==> src/rtl/cla_pkg.sv <==
package cla_pkg;
    parameter int unsigned CLA_WIDTH_DEF = 32;
    parameter int unsigned CLA_GROUP_DEF = 4;

    typedef struct packed {
        logic gen;
        logic prop;
    } bit_term_t;
endpackage

==> src/rtl/cla_term_cells.sv <==
module cla_term_cells
    import cla_pkg::*;
#(
    parameter int unsigned WIDTH = CLA_WIDTH_DEF
) (
    input  logic [WIDTH-1:0] op_a,
    input  logic [WIDTH-1:0] op_b,
    output logic [WIDTH-1:0] gen,
    output logic [WIDTH-1:0] prop
);
    bit_term_t terms [WIDTH];

    for (genvar i = 0; i < WIDTH; i++) begin : g_cell
        assign terms[i].gen  = op_a[i] & op_b[i];
        assign terms[i].prop = op_a[i] | op_b[i];
        assign gen[i]        = terms[i].gen;
        assign prop[i]       = terms[i].prop;
    end
endmodule

==> src/rtl/cla_group.sv <==
module cla_group
    import cla_pkg::*;
#(
    parameter int unsigned GROUP = CLA_GROUP_DEF
) (
    input  logic [GROUP-1:0] gen,
    input  logic [GROUP-1:0] prop,
    input  logic             grp_cin,
    output logic [GROUP-1:0] bit_carry,
    output logic             grp_cout,
    output logic             grp_g,
    output logic             grp_p
);
    logic [GROUP-1:0] c_next;

    // Each carry is a flat OR of AND terms over the group's own g/p and cin.
    always_comb begin
        logic prod;
        c_next = '0;
        grp_g  = 1'b0;
        for (int j = 0; j < GROUP; j++) begin
            for (int k = 0; k <= j; k++) begin
                prod = gen[k];
                for (int m = k + 1; m <= j; m++) prod = prod & prop[m];
                c_next[j] = c_next[j] | prod;
                if (j == GROUP - 1) grp_g = grp_g | prod;
            end
            prod = grp_cin;
            for (int m = 0; m <= j; m++) prod = prod & prop[m];
            c_next[j] = c_next[j] | prod;
        end
        grp_p = &prop;
    end

    assign bit_carry = {c_next[GROUP-2:0], grp_cin};
    assign grp_cout  = c_next[GROUP-1];

    always_comb begin
        for (int j = 0; j + 1 < GROUP; j++) begin
            AST_CARRY_RECUR: assert (bit_carry[j+1] == (gen[j] | (prop[j] & bit_carry[j]))) else $error("carry recurrence");
        end
        AST_GROUP_COUT: assert (grp_cout == (grp_g | (grp_p & grp_cin))) else $error("group carry out");
        AST_GEN_FORCES: assert (!grp_g || grp_cout) else $error("generate without carry");
    end
endmodule

==> src/rtl/cla_sum_stage.sv <==
module cla_sum_stage
    import cla_pkg::*;
#(
    parameter int unsigned WIDTH = CLA_WIDTH_DEF
) (
    input  logic [WIDTH-1:0] op_a,
    input  logic [WIDTH-1:0] op_b,
    input  logic [WIDTH-1:0] carry,
    output logic [WIDTH-1:0] sum
);
    for (genvar i = 0; i < WIDTH; i++) begin : g_sum
        assign sum[i] = op_a[i] ^ op_b[i] ^ carry[i];
    end
endmodule

==> src/rtl/cla_adder.sv <==
module cla_adder
    import cla_pkg::*;
#(
    parameter int unsigned WIDTH = CLA_WIDTH_DEF,
    parameter int unsigned GROUP = CLA_GROUP_DEF
) (
    input  logic [WIDTH-1:0]       operand_a,
    input  logic [WIDTH-1:0]       operand_b,
    input  logic                   carry_in,
    output logic [WIDTH-1:0]       sum,
    output logic                   carry_out,
    output logic [WIDTH/GROUP-1:0] grp_gen,
    output logic [WIDTH/GROUP-1:0] grp_prop
);
    localparam int unsigned NGRP = WIDTH / GROUP;

    if (GROUP < 2 || (WIDTH % GROUP) != 0) begin : g_bad_cfg
        $error("WIDTH must be a multiple of GROUP and GROUP at least 2");
    end

    logic [WIDTH-1:0] gen;
    logic [WIDTH-1:0] prop;
    logic [WIDTH-1:0] carry;
    logic [NGRP:0]    chain;

    cla_term_cells #(.WIDTH(WIDTH)) u_terms (
        .op_a (operand_a),
        .op_b (operand_b),
        .gen  (gen),
        .prop (prop)
    );

    assign chain[0] = carry_in;

    for (genvar k = 0; k < NGRP; k++) begin : g_grp
        cla_group #(.GROUP(GROUP)) u_grp (
            .gen       (gen[k*GROUP +: GROUP]),
            .prop      (prop[k*GROUP +: GROUP]),
            .grp_cin   (chain[k]),
            .bit_carry (carry[k*GROUP +: GROUP]),
            .grp_cout  (chain[k+1]),
            .grp_g     (grp_gen[k]),
            .grp_p     (grp_prop[k])
        );
    end

    cla_sum_stage #(.WIDTH(WIDTH)) u_sum (
        .op_a  (operand_a),
        .op_b  (operand_b),
        .carry (carry),
        .sum   (sum)
    );

    assign carry_out = chain[NGRP];

    always_comb begin
        logic [WIDTH:0] total;
        total = {1'b0, operand_a} + {1'b0, operand_b} + {{WIDTH{1'b0}}, carry_in};
        AST_SUM_EXACT: assert ({carry_out, sum} == total) else $error("sum mismatch");
        AST_COUT_RANGE: assert (carry_out == total[WIDTH]) else $error("carry out");
        AST_SUM_BITS: assert ((sum ^ operand_a ^ operand_b) == carry) else $error("sum bits");
        AST_PROP_COVER: assert (!(&(operand_a | operand_b)) || (&grp_prop)) else $error("prop flags");
    end
endmodule

==> config.mk <==
export PLATFORM = sky130hd
export DESIGN_NAME = cla_adder
export DESIGN_NICKNAME = d
export VERILOG_FILES = /design/src/rtl/cla_pkg.sv /design/src/rtl/cla_term_cells.sv /design/src/rtl/cla_group.sv /design/src/rtl/cla_sum_stage.sv /design/src/rtl/cla_adder.sv
export SDC_FILE = /design/constraint.sdc
export NUM_CORES = 1
export LEC_CHECK = 0
export BUFFER_PORTS_ARGS = -buffer_cell sky130_fd_sc_hd__buf_2
export CELL_PAD_IN_SITES_DETAIL_PLACEMENT = 1
export CELL_PAD_IN_SITES_GLOBAL_PLACEMENT = 1
export CORE_UTILIZATION = 34
export DETAILED_ROUTE_END_ITERATION = 12
export PLACE_DENSITY = 0.95
export SLEW_MARGIN = 20
export SYNTH_ARGS = -nofsm -noshare
export SYNTH_HDL_FRONTEND = slang
export SYNTH_HIERARCHICAL = 1
export SYNTH_SLANG_ARGS = --single-unit
==> constraint.sdc <==
create_clock -name vclk -period 14.5
set_clock_uncertainty 0.1 [all_clocks]
set_input_delay 0.725 -clock vclk [all_inputs]
set_output_delay 0.725 -clock vclk [all_outputs]
set_load 0.05 [all_outputs]
-- After elaboration in Yosys (flattened, before gate mapping)
Index checks and enable logic that the tools add are counted.
- register bits: 0
- input port bits: 65
- output and inout bits: 49
- bitwise logic cells: 288
- reduce and logical (&&, ||, !) cells: 8
- operator list (operator ; count):
    1-bit AND ; 112
    1-bit bitwise OR ; 112
    1-bit XOR ; 64
    4-bit AND reduction ; 8

-- Depth between registers and ports, before layout
Gate-level depths: netlist of run 1.
- depth in word-level cells: 43
- gate-level depth with buffers: 27

-- Hierarchy
The synthesis of run 1 kept the hierarchy.
- by module, submodules not included (module ; times used ; cells an instance ; area each (um2)):
    cla_sum_stage ; 1 ; 32 ; 760.7
    cla_group ; 8 ; 11 ; 67.6
    cla_term_cells ; 1 ; 64 ; 440.4

-- Worst setup path before layout of run 1
No wires, ideal clock.
- kind: input port to output port
- from: input port operand_b[0]
- to: output port sum[31]
- arrival: 5098 ps
- data required time: 13675 ps
- slack: 8577 ps
- stages on the path: 27
- path buffers: 0
- path through: or2_1 > a21o_1 > a21oi_2 > o21ai_1 > a21o_1 > a21oi_2 > o21ai_1 > a21o_1 > a21oi_2 > o21ai_1 > a21o_1 > a21oi_2 > o21ai_1 > a21o_1 > a21oi_2 > o21ai_1 > a21o_1 > a21oi_2 > o21ai_1 > a21o_1 > a21oi_2 > o21ai_1 > a21o_1 > a21oi_2 > inv_2 > a21o_1 > xor3_1
- word-level cells in the longest chain between the ends: 43
- RTL lines (item ; RTL line ; source):
    start, declared ; cla_adder.sv:8 ; input logic [WIDTH-1:0] operand_b,
    1-bit AND ; cla_term_cells.sv:14 ; assign terms[i].gen = op_a[i] & op_b[i];
    1-bit AND (3 in a row) ; cla_group.sv:24 ; for (int m = k + 1; m <= j; m++) prod = prod & prop[m];
    1-bit bitwise OR (3 in a row) ; cla_group.sv:25 ; c_next[j] = c_next[j] | prod;
    1-bit bitwise OR (*) ; cla_group.sv:30 ; c_next[j] = c_next[j] | prod;
    net chain[1] ; cla_adder.sv:24 ; logic [NGRP:0] chain;
    1-bit AND (*) (4 in a row) ; cla_group.sv:29 ; for (int m = 0; m <= j; m++) prod = prod & prop[m];
    1-bit bitwise OR (*) ; cla_group.sv:30 ;
    net chain[2] ; cla_adder.sv:24 ;
    [... 5 more ...] ; -- ;
    net chain[3] ; cla_adder.sv:24 ;
    [... 5 more ...] ; -- ;
    net chain[4] ; cla_adder.sv:24 ;
    [... 5 more ...] ; -- ;
    net chain[5] ; cla_adder.sv:24 ;
    [... 5 more ...] ; -- ;
    net chain[6] ; cla_adder.sv:24 ;
    1-bit AND (*) (4 in a row) ; cla_group.sv:29 ;
    1-bit bitwise OR (*) ; cla_group.sv:30 ;
    net chain[7] ; cla_adder.sv:24 ;
    1-bit AND (*) (3 in a row) ; cla_group.sv:29 ;
    1-bit bitwise OR (*) ; cla_group.sv:30 ;
    net carry[31] ; cla_adder.sv:23 ; logic [WIDTH-1:0] carry;
    1-bit XOR (*) ; cla_sum_stage.sv:12 ; assign sum[i] = op_a[i] ^ op_b[i] ^ carry[i];
    end, declared ; cla_adder.sv:10 ; output logic [WIDTH-1:0] sum,
Mark *: on every way through the listed nets, which the timed path passes. The rest lies on a longest branch.

-- Worst setup path in the final report of run 1
- from: input port operand_b[0]
- to: output port sum[31]
- RTL lines (item ; RTL line ; source):
    1-bit bitwise OR ; cla_term_cells.sv:15 ; assign terms[i].prop = op_a[i] | op_b[i];
    net prop[0] ; cla_adder.sv:22 ; logic [WIDTH-1:0] prop;
    1-bit AND (4 in a row) ; cla_group.sv:29 ;
    1-bit bitwise OR ; cla_group.sv:30 ;
    net chain[1] ; cla_adder.sv:24 ;
    1-bit AND (4 in a row) ; cla_group.sv:29 ;
    1-bit bitwise OR ; cla_group.sv:30 ;
    net chain[2] ; cla_adder.sv:24 ;
    [... 5 more ...] ; -- ;
    net chain[3] ; cla_adder.sv:24 ;
    [... 5 more ...] ; -- ;
    net chain[4] ; cla_adder.sv:24 ;
    [... 5 more ...] ; -- ;
    net chain[5] ; cla_adder.sv:24 ;
    [... 5 more ...] ; -- ;
    net chain[6] ; cla_adder.sv:24 ;
    1-bit AND (4 in a row) ; cla_group.sv:29 ;
    1-bit bitwise OR ; cla_group.sv:30 ;
    net chain[7] ; cla_adder.sv:24 ;
    1-bit AND (3 in a row) ; cla_group.sv:29 ;
    1-bit bitwise OR ; cla_group.sv:30 ;
    net carry[31] ; cla_adder.sv:23 ;
    1-bit XOR ; cla_sum_stage.sv:12 ;
The timed path passes the listed nets, and every way through them passes these cells.

==> impl_metrics.tcl, run 1 <==
set metrics [dict create \
    die-area_um2 5410 \
    numSequentialCells 0 \
    fmaxAchievable_ghz 0.153 \
    die_height_um 73.6 \
    setup_viol 0 \
    max-vdd-ir-drop_mv 0.0451 \
    timing.setup.critical_path_class "in -> out" \
    drt_iter0_drc 17 \
    antenna_cells 0 \
    postSynthAreaPerCell_um2 9.47 \
    vias 1724 \
    critPathRequiredTime_ns 13.68 \
    remaining_drc_errors 0 \
    starting_density 0.362 \
    multi_input_comb_area_um2 1650 \
    grt_pass1_wl_mm 7.51 \
    wirelength_mm 4.99 \
    drt_pass1_iterations 4 \
    slowest_delay_ns 0.26 \
    grt_usage 0.173 \
    postCtsSetupBuffers 0 \
    hold_buffers 0 \
    fin_setup_tns_ns 0 \
    timing.critical_path.arrival_ns 5.69 \
    area_growth_syn_to_layout_pct 34.1 \
    routed_wire_length_per_instance_um 14.0 \
    grt_antenna_before_repair 0 \
    relSlewSlack 0.821 \
    crit_path_start_kind "input pin" \
    finalNetCount 357 \
    overflow 0 \
    utilization 0.485 \
    leakagePower_nw 1.36 \
    top_level_ports 114 \
    slowest_stage "sky130_fd_sc_hd__buf_2" \
    finalCritPeriodShare 0.449 \
    cp_common_cell "sky130_fd_sc_hd__a21o_1" \
    timing_hold_violations_final 0 \
    max-cap-violations 0 \
    hp-class "in -> out" \
    hpwl_after_detailed_placement_mm 4.62 \
    io_buffer_count 114 \
    cp_max_fo 3 \
    vias_in_the_first_global_route 1725 \
    placement_rows 25 \
    max_slew.worst_pin.slew_ns 0.271 \
    final-seq-area_um2 0 \
    mappedNetlistNets 249 \
    final_max_slew_viol_count 0 \
    gpl.final_weighted_congestion 0.778 \
    synth_area_um2 1740 \
    synth_cell_types 11 \
    postRouteAntennaNets 0 \
    cp-end-kind "primary output" \
    nFillCells 640 \
    detail_route.vias_per_cell 4.83 \
    power_per_cell_area_nw_per_um2 81.8 \
    sequential_element_share_of_the_synthesized_area 0 \
    unrepaired_setup_endpoints_after_global_routing "no" \
    floorplan.core_area_um2 4820 \
    pin_count_of_the_biggest_net_entering_global_routing 4 \
    outcome "complete, no violations" \
    synth_warnings 6 \
    chipWidth_um 73.6 \
    post_cts_resized 0 \
    timing.final.crit_period_ns 6.52 \
    drive_gt1_frac 0.559 \
    synthesis.instances 184 \
    clock_buffers 0 \
]
layer usage:
| metal | track usage | up-vias | wire length [um] |
|---|---|---|---|
| met5 | 0 | - | 0 |
| met4 | 0.00855 | 0 | 21 |
| met3 | 0.0370 | 2 | 448 |
| met2 | 0.339 | 82 | 2510 |
| met1 | 0.199 | 777 | 2010 |
| li1 | - | 863 | - |
cell usage after synthesis (all sizes together):
| library cell | instances | area share |
|---|---|---|
| nand2 | 8 | 0.017 |
| and2 | 32 | 0.14 |
| xor3 | 32 | 0.44 |
| buf | 8 | 0.034 |
| and4 | 8 | 0.040 |
| a21oi | 24 | 0.086 |
| inv | 8 | 0.017 |
| o21ai | 16 | 0.046 |
| a21o | 16 | 0.069 |
| or2 | 32 | 0.11 |
layout by cell type (no fill, tap or decap):
master	count
sky130_fd_sc_hd__a21o_1	16
sky130_fd_sc_hd__a21oi_1	16
sky130_fd_sc_hd__a21oi_2	8
sky130_fd_sc_hd__and2_2	32
sky130_fd_sc_hd__and4_1	8
sky130_fd_sc_hd__buf_2	114
sky130_fd_sc_hd__inv_2	8
sky130_fd_sc_hd__nand2_1	8
sky130_fd_sc_hd__o21ai_1	16
sky130_fd_sc_hd__or2_1	32
sky130_fd_sc_hd__xor3_1	32
final cells by class:
class | count | share of cell area
multi-input cells | 168 | 0.707
repair buffers | 114 | 0.244
well taps | 67 | 0.0359
inverters | 8 | 0.0129
power by group:
group	internal, W	switching, W	total [W]	leakage [nW]
logic	0.0000638	0.000127	0.000191	1.36
clock network	0	0	0	0
registers	0	0	0	0
total	0.0000638	0.000127	0.000191	1.36
worst paths after layout:
path | from | endpoint | depth (start not counted)
max | operand_b[0] | sum[31] | 29
min | carry_in | sum[0] | 3
logic make-up after synthesis:
family	Yosys count	share of synthesized area
simple gates	80	0.310
compound gates	56	0.201
xor+xnor	32	0.437
buf+inv	16	0.0517
per-stage QoR:
stage                     setup WS [ns]  instance area (um^2)  std cells  power, W  hold WS [ns]
after floorplan                    8.58                  1740        184  0.000153          1.85
after global placement             8.24                  2340        357  0.000189          1.83
after detailed placement           7.96                  2340        357  0.000192          1.83
after CTS                          7.94                  2340        357  0.000193          1.84
after global routing               7.63                  2340        357  0.000201          1.85
final                              7.98                  2340        357  0.000191          1.83
critical path, delay by kind of cell:
kind                   cells  cell delay, ns
AND/OR/NAND/NOR            1            0.24
buffers and inverters      3            0.42
XOR/XNOR                   1            0.18
AO/OA/AOI/OAI             24            4.11
(Power assumes the default switching activity.)
==> run 2, diff against run 1 <==
--- a/config.mk
+++ b/config.mk
@@ -5,12 +5,13 @@
 export SDC_FILE = /design/constraint.sdc
 export NUM_CORES = 1
 export LEC_CHECK = 0
+export ABC_AREA = 1
 export BUFFER_PORTS_ARGS = -buffer_cell sky130_fd_sc_hd__buf_2
 export CELL_PAD_IN_SITES_DETAIL_PLACEMENT = 1
 export CELL_PAD_IN_SITES_GLOBAL_PLACEMENT = 1
-export CORE_UTILIZATION = 34
+export CORE_UTILIZATION = 27
 export DETAILED_ROUTE_END_ITERATION = 12
-export PLACE_DENSITY = 0.95
+export PLACE_DENSITY = 0.91
 export SLEW_MARGIN = 20
 export SYNTH_ARGS = -nofsm -noshare
 export SYNTH_HDL_FRONTEND = slang
==> constraint.sdc (replaced) <==
create_clock -name vclk -period 5.35
set_clock_uncertainty 0.1 [all_clocks]
set_input_delay 0.2675 -clock vclk [all_inputs]
set_output_delay 0.2675 -clock vclk [all_outputs]
set_load 0.05 [all_outputs]
==> run 2 against run 1 <==
Synthesized cell count grew to 3.4 times the previous value. Utilization shrank 13 points. Worst setup slack lost 6.0 ns. Non-clock buffer count is the same. Largest power group unchanged.
==> impl_metrics.tcl, run 2 <==
set metrics [dict create \
    outcome "complete, no violations" \
    synth_warnings 6 \
    synth.most_common_cell "sky130_fd_sc_hd__nand2_1" \
    cp-end-kind "primary output" \
    remaining_drc_errors 0 \
    most_frequent_standard_cell_in_the_layout_excluding_fill_and_tap_cells "sky130_fd_sc_hd__nand2_1" \
    gpl.final_weighted_congestion 0.796 \
    finalCritPeriodShare 0.622 \
    critPathRequiredTime_ns 4.98 \
    drt_iter0_drc 49 \
    pin_count_of_the_biggest_net_entering_global_routing 7 \
    timing.setup.critical_path_class "in -> out" \
    timing.final.crit_period_ns 3.33 \
    sequential_element_share_of_the_synthesized_area 0 \
    floorplan.core_area_um2 9420 \
    final_max_slew_viol_count 0 \
    hold_buffers 0 \
    detail_route.vias_per_cell 4.21 \
    timing_hold_violations_final 0 \
    synth_top_cells_by_count "sky130_fd_sc_hd__nand2_1 (280), sky130_fd_sc_hd__inv_1 (208), sky130_fd_sc_hd__nand3_1 (56), sky130_fd_sc_hd__nand2_2 (24)" \
    chipWidth_um 101 \
    antenna_cells 0 \
    multi_input_comb_area_um2 1830 \
    synth_area_um2 2670 \
    leakagePower_nw 2.83 \
    synth_top_area_cells "sky130_fd_sc_hd__nand2_1 (39%), sky130_fd_sc_hd__inv_1 (29%), sky130_fd_sc_hd__nand3_1 (10%), sky130_fd_sc_hd__nand2_2 (5.6%), sky130_fd_sc_hd__nor2_4 (3.4%)" \
    grt.met1_usage 0.184 \
    finish.cell_count_without_fillers 859 \
    crit_end "sum[31]" \
    synthDominantAreaCellType "sky130_fd_sc_hd__nand2_1" \
    hpwl_after_detailed_placement_mm 7.57 \
    crit_path_start_kind "input pin" \
    synthesis.instances 624 \
    max_slew.worst_pin.slew_ns 0.275 \
    crit_path_start "operand_a[1]" \
    nFillCells 1483 \
    finalNetCount 797 \
    slowest_delay_ns 0.25 \
    wirelength_mm 8.24 \
    die_height_um 101 \
    placement.setup.worst_slack_ns 1.99 \
    met2_usage 0.310 \
    setup_viol 0 \
    gr-max-usage-layer "met2" \
    vias 3618 \
    starting_density 0.284 \
    overflow 0 \
    mappedNetlistNets 689 \
    final_cell_mix "sky130_fd_sc_hd__nand2_1 (280), sky130_fd_sc_hd__inv_1 (208), sky130_fd_sc_hd__buf_2 (114)" \
    power_per_cell_area_nw_per_um2 150 \
    post_place_cells 859 \
    max-cap-violations 0 \
    routed_wire_length_per_instance_um 9.59 \
    top_level_ports 114 \
    clock_buffers 0 \
    final-seq-area_um2 0 \
    max-vdd-ir-drop_mv 0.0695 \
    fmaxAchievable_ghz 0.301 \
    postSynthAreaPerCell_um2 4.28 \
    fin_setup_tns_ns 0 \
    postRouteAntennaNets 0 \
    slowest_stage "sky130_fd_sc_hd__buf_2" \
    postCtsSetupBuffers 0 \
    hold_ws_ns 0.899 \
    unrepaired_setup_endpoints_after_global_routing "no" \
    io_buffer_count 114 \
    grt_antenna_before_repair 0 \
    post_cts_resized 0 \
    placement_rows 35 \
    drt_pass1_iterations 4 \
    timing.critical_path.arrival_ns 2.96 \
    relSlewSlack 0.818 \
    area_growth_syn_to_layout_pct 25.1 \
    synth_top_area_frac 0.393 \
    drive_gt1_frac 0.211 \
    synth_cell_types 11 \
    vias_in_the_first_global_route 3385 \
    grt_usage 0.154 \
    numSequentialCells 0 \
    grt_pass1_wl_mm 13.5 \
    cp_max_fo 6 \
    hp-class "in -> out" \
    die-area_um2 10300 \
    met3_usage 0.00552 \
    setup_slack_ns 2.02 \
]
run 2: layer usage:
metal	vias to the layer above	wire, um
met3	4	268
met5	-	0
met1	1578	3750
met2	67	4160
li1	1969	-
met4	0	57
run 2: metrics by stage:
step	total power (W)	cell area, um^2	util
6_report	0.000503	3340	0.355
3_5_place_dp	0.000506	3340	0.355
2_1_floorplan	0.000385	2670	-
5_1_grt	0.000552	3340	0.355
3_3_place_gp	0.000493	3340	0.355
4_1_cts	0.000508	3340	0.355
run 2: kinds of logic (layout without fill, tap and decap cells):
family,Yosys count,after routing,synth area share
simple gates,392,392,0.648
buf+inv,216,322,0.315
compound gates,16,16,0.0375
run 2: how the worst min path moves through the flow:
stage,startpoint,endpoint,slack (ns),depth (start not counted)
2_1_floorplan,operand_b[3],grp_prop[0],0.70,4
3_3_place_gp,carry_in,sum[0],0.90,4
3_5_place_dp,carry_in,sum[0],0.90,4
4_1_cts,carry_in,sum[0],0.90,4
5_1_grt,carry_in,sum[0],0.92,4
6_report,carry_in,sum[0],0.90,4
run 2: worst max-delay path, delay by kind of cell:
kind	cells	cell delay (ns)
buffers and inverters	4	0.47
and+or+nand+nor	21	2.20
run 2: area by class of cell:
class / instances / area share
multi-input combinational: 408 / 0.548
timing repair buffer: 114 / 0.171
inverter: 208 / 0.233
tap: 129 / 0.0483
run 2: report_power, final:
group	switching, W	internal (W)
clock network	0	0
logic	0.000370	0.000133
registers	0	0
==> run 3, diff against run 2 <==
--- a/config.mk
+++ b/config.mk
@@ -9,9 +9,9 @@
 export BUFFER_PORTS_ARGS = -buffer_cell sky130_fd_sc_hd__buf_2
 export CELL_PAD_IN_SITES_DETAIL_PLACEMENT = 1
 export CELL_PAD_IN_SITES_GLOBAL_PLACEMENT = 1
-export CORE_UTILIZATION = 27
+export CORE_UTILIZATION = 30
 export DETAILED_ROUTE_END_ITERATION = 12
-export PLACE_DENSITY = 0.91
+export PLACE_DENSITY = 0.95
 export SLEW_MARGIN = 20
 export SYNTH_ARGS = -nofsm -noshare
 export SYNTH_HDL_FRONTEND = slang
==> constraint.sdc (replaced) <==
create_clock -name vclk -period 3.2
set_clock_uncertainty 0.1 [all_clocks]
set_input_delay 0.16 -clock vclk [all_inputs]
set_output_delay 0.16 -clock vclk [all_outputs]
set_load 0.05 [all_outputs]
==> run 3 against run 2 <==
Flip-flop and latch count did not move. Cell area rose by 1.2%. Combinational power rose by 71%.
==> impl_metrics.tcl, run 3 (synthesis gave the netlist of run 2 again) <==
set metrics [dict create \
    total_power_w 0.000858 \
    postCtsSetupBuffers 0 \
    critPathRequiredTime_ns 2.94 \
    chipWidth_um 96.4 \
    top_level_ports 114 \
    hpwl_after_detailed_placement_mm 7.22 \
    hp-class "in -> out" \
    unrepaired_setup_endpoints_after_global_routing "no" \
    fmaxAchievable_ghz 0.347 \
    drt_iter0_drc 44 \
    cp_cell_sequence "buf_2 > inv_1 > nand2_1 > a21oi_1 > nand3_4 > nand2_2 > nand3_4 > nand2_2 > nand3_2 > nand2_2 > nand3_4 > nand2_2 > nand3_4 > nand2_2 > nand3_4 > nand2_2 > nand3_4 > a21o_1 > inv_1 > nand2_1 > nand2_1 > clkbuf_4" \
    floorplan.core_area_um2 8680 \
    worst-path-buf-inv 4 \
    wirelength_mm 7.88 \
    gpl.final_weighted_congestion 0.767 \
    finalCritPeriodShare 0.902 \
    leakagePower_nw 2.84 \
    routed_wire_length_per_instance_um 9.39 \
    hold_depth 5 \
    timing.critical_path.arrival_ns 2.63 \
    final_area_um2 3380 \
    starting_density 0.308 \
    grt_antenna_before_repair 0 \
    placement_rows 34 \
    setup_viol 0 \
    cp_max_fo 6 \
    drive_gt1_frac 0.213 \
    remaining_drc_errors 0 \
    postPlaceCellArea_um2 3330 \
    slowest_delay_ns 0.28 \
    fin_setup_tns_ns 0 \
    die_height_um 96.4 \
    finish.cell_count_without_fillers 839 \
    timing.critical_path.max_delay_family "simple AND/OR/NAND/NOR gates" \
    worst-path-stages 22 \
    hold_buffers 0 \
    area_growth_syn_to_layout_pct 26.6 \
    timing.setup.critical_path_class "in -> out" \
    crit_path_start_kind "input pin" \
    timing_hold_violations_final 0 \
    numSequentialCells 0 \
    final-seq-area_um2 0 \
    die-area_um2 9290 \
    io_buffer_count 114 \
    power_per_cell_area_nw_per_um2 253 \
    antenna_cells 0 \
    cp-end-kind "primary output" \
    vias 3688 \
    grt_usage 0.165 \
    hold_ws_ns 0.693 \
    postRouteAntennaNets 0 \
    max-vdd-ir-drop_mv 0.103 \
    most_frequent_standard_cell_in_the_layout_excluding_fill_and_tap_cells "sky130_fd_sc_hd__nand2_1" \
    vias_in_the_first_global_route 3307 \
    clock_buffers 0 \
    drt_pass1_iterations 4 \
    post_place_cells 839 \
    final_max_slew_viol_count 0 \
    max_slew.worst_pin.slew_ns 0.340 \
    outcome "complete, no violations" \
    grt_pass1_wl_mm 12.9 \
    overflow 0 \
    relSlewSlack 0.773 \
    slowest_stage "sky130_fd_sc_hd__a21oi_1" \
    timing.final.crit_period_ns 2.89 \
    finalNetCount 798 \
    detail_route.vias_per_cell 4.40 \
    pin_count_of_the_biggest_net_entering_global_routing 7 \
    max-cap-violations 0 \
    final_cell_mix "sky130_fd_sc_hd__nand2_1 (279), sky130_fd_sc_hd__inv_1 (208), sky130_fd_sc_hd__buf_2 (111)" \
]
run 3: cell count changes in the layout (fill, tap and decap cells not counted), sizes merged:
cell / previous run / this run
buf: 114 / 113
clkbuf: 0 / 2
run 3: per-stage QoR:
| stage | utilization | setup slack [ns] |
|---|---|---|
| 3_5_place_dp | 0.383 | 0.0736 |
| 5_1_grt | 0.390 | 0.0163 |
| 2_1_floorplan | - | 0.489 |
| 3_3_place_gp | 0.383 | 0.224 |
| 6_report | 0.390 | 0.314 |
| 4_1_cts | 0.383 | 0.0734 |
run 3: worst paths after layout:
kind / start / endpoint
setup / recovery: operand_a[3] / sum[29]
hold / removal: operand_a[30] / sum[30]
run 3: routing by layer:
metal / share of wire / track usage / up-vias
met5: 0 / 0 / -
met4: 0.014 / 0.0196 / 0
met3: 0.045 / 0.0125 / 8
met2: 0.51 / 0.345 / 72
met1: 0.43 / 0.182 / 1631
li1: - / - / 1977
run 3: final cells by class:
| class | count | area [um^2] |
|---|---|---|
| timing repair buffer | 115 | 589 |
| multi-input combinational | 408 | 1880 |
| tap | 108 | 135 |
| fill | 1392 | 5290 |
| inverter | 208 | 781 |
run 3: repair_timing:
item / CTS / global route
setup endpoints to repair: 0 / 7
resized for setup: 0 / 12
hold endpoints to repair: 0 / 0
run 3: power breakdown:
group	switching (W)	leakage [nW]	internal [W]
logic	0.000624	2.84	0.000234
registers	0	0	0
clock network	0	0	0
